## config.mk

```make
export PLATFORM = sky130hd
export DESIGN_NAME = oepin_ctrl
export DESIGN_NICKNAME = d
export VERILOG_FILES = /design/src/rtl/oepin_pkg.sv /design/src/rtl/oepin_sync.sv /design/src/rtl/oepin_lane.sv /design/src/rtl/oepin_ctrl.sv
export SDC_FILE = /design/constraint.sdc
export NUM_CORES = 1
export LEC_CHECK = 0
export ABC_AREA = 1
export ABC_CLOCK_PERIOD_IN_PS = 1000
export BUFFER_PORTS_ARGS = -buffer_cell sky130_fd_sc_hd__clkbuf_2
export CAP_MARGIN = 10
export CORE_AREA = 2 2 39 41
export DETAILED_ROUTE_END_ITERATION = 7
export DIE_AREA = 0 0 41 43
export SLEW_MARGIN = 40
export SYNTH_ARGS = -nofsm -noshare
export SYNTH_HDL_FRONTEND = slang
export SYNTH_SLANG_ARGS = --single-unit
```

## constraint.sdc

```tcl
create_clock -name clk -period 1 [get_ports clk]
set_input_delay 0.1 -clock clk [delete_from_list [all_inputs] [get_ports clk]]
set_output_delay 0.1 -clock clk [all_outputs]
set_load 0.01 [all_outputs]
```

## src/rtl/oepin_pkg.sv

```systemverilog
package oepin_pkg;

  typedef enum logic [1:0] {
    DRV_TRI  = 2'b00,
    DRV_ACT  = 2'b01,
    DRV_PARK = 2'b10
  } drv_t;

  // Next drive state of one output from the decoded pin and its config bits.
  function automatic drv_t lane_next(input logic shut_mode, input logic pin_on,
                                     input logic gov, input logic en);
    drv_t r;
    if (shut_mode && pin_on)      r = DRV_PARK;
    else if (!en)                 r = DRV_TRI;
    else if (shut_mode || !gov)   r = DRV_ACT;
    else if (pin_on)              r = DRV_ACT;
    else                          r = DRV_PARK;
    return r;
  endfunction

  // Pin level to asserted flag under the polarity setting.
  function automatic logic pin_asserted(input logic lvl, input logic pol_hi);
    return pol_hi ? lvl : ~lvl;
  endfunction

endpackage

```

## src/rtl/oepin_sync.sv

```systemverilog
module oepin_sync #(
  parameter int STAGES = 2
) (
  input  logic clk,
  input  logic rst_n,
  input  logic d_async,
  output logic q_sync
);
  logic [STAGES-1:0] chain;

  always_ff @(posedge clk or negedge rst_n) begin
    if (!rst_n) chain <= '0;
    else        chain <= {chain[STAGES-2:0], d_async};
  end

  assign q_sync = chain[STAGES-1];
endmodule

```

## src/rtl/oepin_lane.sv

```systemverilog
module oepin_lane
  import oepin_pkg::*;
(
  input  logic clk,
  input  logic rst_n,
  input  logic pin_on,
  input  logic shut_mode,
  input  logic gov,
  input  logic en,
  output drv_t state
);
  drv_t nxt;

  always_comb nxt = lane_next(shut_mode, pin_on, gov, en);

  always_ff @(posedge clk or negedge rst_n) begin
    if (!rst_n) state <= DRV_TRI;
    else        state <= nxt;
  end
endmodule

```

## src/rtl/oepin_ctrl.sv

```systemverilog
module oepin_ctrl
  import oepin_pkg::*;
#(
  parameter int NUM_OUT     = 4,
  parameter int SYNC_STAGES = 2
) (
  input  logic                 clk,
  input  logic                 rst_n,
  input  logic                 ctl_pin,
  input  logic                 pol_hi,
  input  logic                 shut_mode,
  input  logic [NUM_OUT-1:0]   pin_gov,
  input  logic [NUM_OUT-1:0]   loc_en,
  output logic [2*NUM_OUT-1:0] drv_state,
  output logic                 shutdown_req
);
  localparam int STW = 2 * NUM_OUT;

  // Named internal events, observed by the checker.
  logic pin_sync;
  logic pin_on;
  logic shut_now;

  oepin_sync #(.STAGES(SYNC_STAGES)) u_sync (
    .clk    (clk),
    .rst_n  (rst_n),
    .d_async(ctl_pin),
    .q_sync (pin_sync)
  );

  assign pin_on   = pin_asserted(pin_sync, pol_hi);
  assign shut_now = shut_mode & pin_on;

  always_ff @(posedge clk or negedge rst_n) begin
    if (!rst_n) shutdown_req <= 1'b0;
    else        shutdown_req <= shut_now;
  end

  logic [STW-1:0] st_bus;

  for (genvar k = 0; k < NUM_OUT; k++) begin : g_lane
    drv_t st;
    oepin_lane u_lane (
      .clk      (clk),
      .rst_n    (rst_n),
      .pin_on   (pin_on),
      .shut_mode(shut_mode),
      .gov      (pin_gov[k]),
      .en       (loc_en[k]),
      .state    (st)
    );
    assign st_bus[2*k +: 2] = st;
  end

  assign drv_state = st_bus;
endmodule

```

==> metrics.md, run 1 <==
| Metric | Value |
|---|---|
| Status | `completed` |
| PortBufs | `21` |
| CTS root buffer | `clkbuf_4` |
| Initial Util | `0.324` |
| Sequential area share after synthesis | `0.615` |
| Critical Path Start Type | `flop` |
| Arr. time, crit path | `approximately 1100 ps` |
| Critical path required time | `1190 ps` |
| Final period utilization | `0.910` |
| Worst-Margin Slew | `269 ps` |
| Commonest non-fill, non-tap cell in the layout | `clkbuf_2` |
| Clock Latency Late Sink | `260 ps` |
| Hold Fails Final Rpt | `0` |
| CTS tree | `built` |
| Post-CTS setup buffers | `0` |
| Post-route ant nets | `0` |
| Drt drc | `0` |
| Critical Path Max Stage Delay | `between 400 and 500 ps` |
| Post-Synthesis Cells | `47` |
| #FFs+latches synth | `11` |
| Netlist cell types | `10` |
| Relative slew margins | `0.821` |
| Max_cap viols | `0` |
| Worst R2R Setup Slack | `90 ps` |
| TritonCTS sink count | `11` |
| GRT Overall Usage | `0.119` |
| Initial DRC Count | `2` |
| Die area | `around 1800 um2` |
| Placed insts | `84` |
| Via/cell ratio | `4.24` |
| Slew Limit Fails | `0` |
| Worst setup EP type | `flop` |
| Routed wire length | `872 um` |
| First-pass GRT wire length | `approximately 1.3 mm` |
| Hold Crit Class | `input pin to flop` |
| Die Span X | `between 40 and 50 um` |
| Inserted Clock Buffers | `3` |
| Final Instance Count excl. Fillers | `90` |
| Dpl hpwl | `between 600 and 700 um` |
| Hold Slack | `50.1 ps` |
| Syn_nets | `60` |
| Crit-path leading delay family | `flip-flops` |
| First-pass iteration count of the detailed router | `4` |
| PD cells | `1510 nW/um2` |
| Vias | `382` |
| Slowest CP cell | `dfrtp_1` |
| RSZ-0062 raised after global routing | `no` |
| Setup_tns | `0 ps` |
| Leakage | `0.363 nW` |
| Ant. Diodes | `0` |
| Synth Warn # | `0` |
| H-tree depth | `1` |
| Num ports | `22` |
| Vias in the first global route | `330` |
| Net count, final | `88` |
| Placer congestion estimate | `0.785` |
| Fmax | `1100 MHz` |
| Initial antenna violation count | `0` |
| Crit Path Category | `flop to flop` |
| Post-Syn Area per Cell | `9.53 um2` |
| Pin count of the biggest net entering global routing | `12` |
| Buffer depth of the longest clock path | `2` |
| Synth Cell Area | `448 um2` |
| Critical-path cell list | `inv_1 > nand2_1 > nand2_1 > nor2_1 > nor2_1` |
| Area Growth Syn to Fin | `38.3%` |
| Wire length per cell | `9.69 um` |
| Layout cells sized above 1 | `0.405` |
| FP Rows | `14` |
| # setup viols final | `0` |
| Bufs and invs on worst path | `1` |
| Crit Path Max Fanout | `3` |
| Tmin final | `910 ps` |
| Area of the core | `1380 um2` |
| Setup Skew | `0.661 ps` |
| Clock transition at the registers of the reported paths | `70 ps` |
| Most frequent cells in the layout | `clkbuf_2 (21), nand2_1 (14), dfrtp_1 (11)` |
| Grt total ovfl | `0` |
| Max VDD drop | `591 uV` |
| Die Y | `about 43 um` |
==> per-stage QoR <==
stage          setup slack (ps)  total power [W]   util  cell area [um2]
2_1_floorplan               189         0.000567      -              448
3_3_place_gp                133         0.000639  0.414              573
3_5_place_dp                109         0.000642  0.414              573
4_1_cts                    93.8         0.000940  0.448              619
5_1_grt                    14.3         0.000982  0.448              619
6_report                   90.2         0.000934  0.448              619
==> kinds of logic (layout without fill, tap and decap cells) <==
family / after synthesis / after routing / share of synthesized area
flops: 11 / 11 / 0.615
buf+inv: 5 / 32 / 0.0419
simple gates: 31 / 31 / 0.344
==> power breakdown <==
| group | total (W) | internal [W] | leakage [nW] | switching, W |
|---|---|---|---|---|
| Sequential | 0.000487 | 0.000477 | 0.137 | 0.00000981 |
| Combinational | 0.000149 | 0.0000638 | 0.211 | 0.0000856 |
| Clock | 0.000298 | 0.000154 | 0.0150 | 0.000144 |
==> worst paths after layout <==
path | depth (start not counted) | startpoint | to
max | 5 | u_sync.chain[1] | g_lane[0].u_lane.state[0]
max in group asynchronous | 2 | rst_n | u_sync.chain[0]
min reg2reg | 0 | u_sync.chain[0] | u_sync.chain[1]
max reg2reg | 5 | u_sync.chain[1] | g_lane[0].u_lane.state[0]
min in group asynchronous | 2 | rst_n | g_lane[2].u_lane.state[0]
min | 3 | loc_en[3] | g_lane[3].u_lane.state[0]
==> synthesized netlist by cell type, drive strengths merged <==
library cell / count / area [um2]
nand3: 3 / 27.5
nor2: 8 / 32.5
nand3b: 3 / 22.5
dfrtp: 11 / 275
nand2: 17 / 71.3
inv: 5 / 18.8
==> worst register-to-register path, stage by stage (launching register included) <==
cell	delay, ps
dfrtp_1	410
inv_1	90
nand2_1	70
nand2_1	110
nor2_1	60
nor2_1	110
==> metal layers <==
layer / global-route usage / wire length, um / vias up
met5: 0 / 0 / -
met4: 0.0800 / 25 / 0
met3: 0.0471 / 49 / 4
met2: 0.163 / 429 / 15
met1: 0.146 / 367 / 165
li1: - / - / 198
==> sequential cells by signal (all words and copies together) (netlist names) <==
name	count
shutdown_req	1
u_sync.chain	2
g_lane.u_lane.state	8
==> repair_timing <==
action / CTS / global route
endpoints found under the hold margin: 12 / 0
resized for setup: 0 / 0
hold buffers: 2 / 0
==> cell type report <==
class	instances	area (um2)
clock buffer	4	26.3
fill	157	764
inverter	5	18.8
multi-input combinational	31	154
sequential	11	275
tap	16	20.0
timing repair buffer	23	125
Power figures use the tool's default switching activity.
==> run 2, diff against run 1 <==
Settings changed: RECOVER_POWER from default to 25, SLEW_MARGIN 40 to 25.
==> metrics.md, run 2 (synthesized netlist as in run 1, its figures left out) <==
| Metric | Value |
|---|---|
| Status | `completed` |
| Layout cells sized above 1 | `0.392` |
| Initial Util | `0.324` |
| Crit Path Max Fanout | `3` |
| Worst setup EP type | `flop` |
| Via/cell ratio | `4.24` |
| Vias in the first global route | `330` |
| Buffer depth of the longest clock path | `2` |
| Dpl hpwl | `693 um` |
| Grt total ovfl | `0` |
| Biggest register | `g_lane.u_lane.state` |
| Post-CTS setup buffers | `0` |
| PD cells | `about 1500 nW/um2` |
| Placed cell area | `about 570 um2` |
| Die area | `1760 um2` |
| Slew Limit Fails | `0` |
| Initial DRC Count | `2` |
| Max reg flops | `8` |
| Drt drc | `0` |
| Crit Path Category | `flop to flop` |
| Vias | `~380` |
| Leakage | `0.360 nW` |
| Met1 Track Usage GR | `0.146` |
| Met3 usage | `0.0471` |
| Hold Fails Final Rpt | `0` |
| Pin count of the biggest net entering global routing | `12` |
| CTS tree | `built` |
| Setup ws final | `90.2 ps` |
| Psw | `0.000239 W` |
| PortBufs | `21` |
| Critical path required time | `1190 ps` |
| RSZ-0062 raised after global routing | `no` |
| Relative slew margins | `0.617` |
| Most frequent cells in the layout | `clkbuf_2 (20), nand2_1 (14), dfrtp_1 (11)` |
| Reg-to-reg startpoint | `u_sync.chain[1]` |
| Footprint of the multi-input gates | `154 um2` |
| Seq pwr share | `0.521` |
| Area Growth Syn to Fin | `38.0%` |
| Num ports | `22` |
| Routed wire length | `871 um` |
| Worst-Margin Slew | `around 580 ps` |
| Die Y | `43 um` |
| Net count, final | `88` |
| Worst hold path startpoint | `loc_en[3]` |
| Post-route ant nets | `0` |
| # setup viols final | `0` |
| Ant. Diodes | `0` |
| Max VDD drop | `between 500 and 600 uV` |
| Final period utilization | `0.910` |
| First-pass iteration count of the detailed router | `4` |
| Largest regs | `g_lane.u_lane.state: 8 flops, u_sync.chain: 2 flops, shutdown_req: 1 flops` |
| H-tree depth | `1` |
| Register area | `275 um2` |
| Die Span X | `41 um` |
| Place WS | `109 ps` |
| Arr. time, crit path | `1100 ps` |
| Worst Hold End | `g_lane[3].u_lane.state[0]` |
| Placer congestion estimate | `0.785` |
| Wire length per cell | `9.68 um` |
| Path depth of the worst reg2reg path | `5` |
| GRT Overall Usage | `0.119` |
| Capture point of the worst reg-to-reg path | `g_lane[0].u_lane.state[0]` |
| Clock Power Share | `0.320` |
| Commonest non-fill, non-tap cell in the layout | `clkbuf_2` |
| Clock transition at the registers of the reported paths | `around 70 ps` |
| Inserted Clock Buffers | `3` |
| Met2 GRT Util | `0.163` |
| Fmax | `~1100 MHz` |
| Setup_tns | `0 ps` |
| TritonCTS sink count | `11` |
| Max_cap viols | `0` |
| Critical Path Start Type | `flop` |
| Resize count post-CTS | `0` |
| FP Rows | `14` |
| Area of the core | `roughly 1400 um2` |
| First-pass GRT wire length | `about 1.3 mm` |
| Hold Path Depth | `3` |
| Fillers | `157` |
| Overall Power | `about 0.00093 W` |
| Initial antenna violation count | `0` |
| Switching share of power | `0.257` |
| Setup Skew | `roughly 0.66 ps` |
| Tmin final | `910 ps` |
| Hold Crit Class | `input pin to flop` |
| Top Usage Layer GRT | `met2` |
| Combinational share of power | `0.159` |
| Worst R2R Setup Slack | `approximately 90 ps` |
| Clock Latency Late Sink | `260 ps` |
| Internal power | `0.000694 W` |
| CTS root buffer | `clkbuf_4` |
| Final Cell Area | `618 um2` |
## run 2: cell counts in the layout (fill, tap and decap cells not counted)
No cell type changed its count.
## run 2: routing by layer
layer / up-vias / part of all wire
met5: - / 0
met4: 0 / 0.029
met3: 4 / 0.056
met2: 15 / 0.49
met1: 165 / 0.42
li1: 198 / -
## run 2: worst max-delay path, stage by stage (launching register included)
cell and delay [ps]:
dfrtp_1 410, inv_1 90, nand2_1 70, nand2_1 110, nor2_1 50, nor2_1 110
## run 2: layout make-up
cell class	instances	share of cell area
Sequential cell	11	0.445
Multi-Input combinational cell	31	0.249
Timing Repair Buffer	23	0.200
Clock buffer	4	0.0425
Tap cell	16	0.0324
Inverter	5	0.0304
## run 2: what timing repair did
action,CTS,global route
endpoints found under the hold margin,12,0
endpoints found under the setup margin,0,0
hold buffers,2,0
## run 2: how the worst max path moves through the flow
stage                                 to  cells past startpoint             from
2_1_floorplan  g_lane[0].u_lane.state[0]                      5  u_sync.chain[1]
3_3_place_gp   g_lane[1].u_lane.state[0]                      5  u_sync.chain[1]
3_5_place_dp   g_lane[0].u_lane.state[0]                      5  u_sync.chain[1]
4_1_cts        g_lane[0].u_lane.state[0]                      5  u_sync.chain[1]
5_1_grt        g_lane[3].u_lane.state[0]                      5  u_sync.chain[1]
6_report       g_lane[0].u_lane.state[0]                      5  u_sync.chain[1]
## run 2: power groups by stage
stage	Clock (W)	Combinational, W	Sequential (W)
floorplan	0	0.0000557	0.000511
global placement	0	0.000145	0.000494
detailed placement	0	0.000146	0.000496
CTS	0.000300	0.000153	0.000487
global route	0.000322	0.000170	0.000490
finish	0.000298	0.000149	0.000487
## run 2: metrics by stage
| stage | cells | util | hold slack [ps] |
|---|---|---|---|
| 6_report | 90 | 0.447 | 50.1 |
| 5_1_grt | 90 | 0.447 | 63.4 |
| 4_1_cts | 90 | 0.448 | 57.9 |
| 3_5_place_dp | 84 | 0.414 | -12.7 |
| 3_3_place_gp | 84 | 0.414 | -14.3 |
| 2_1_floorplan | 47 | - | -196 |
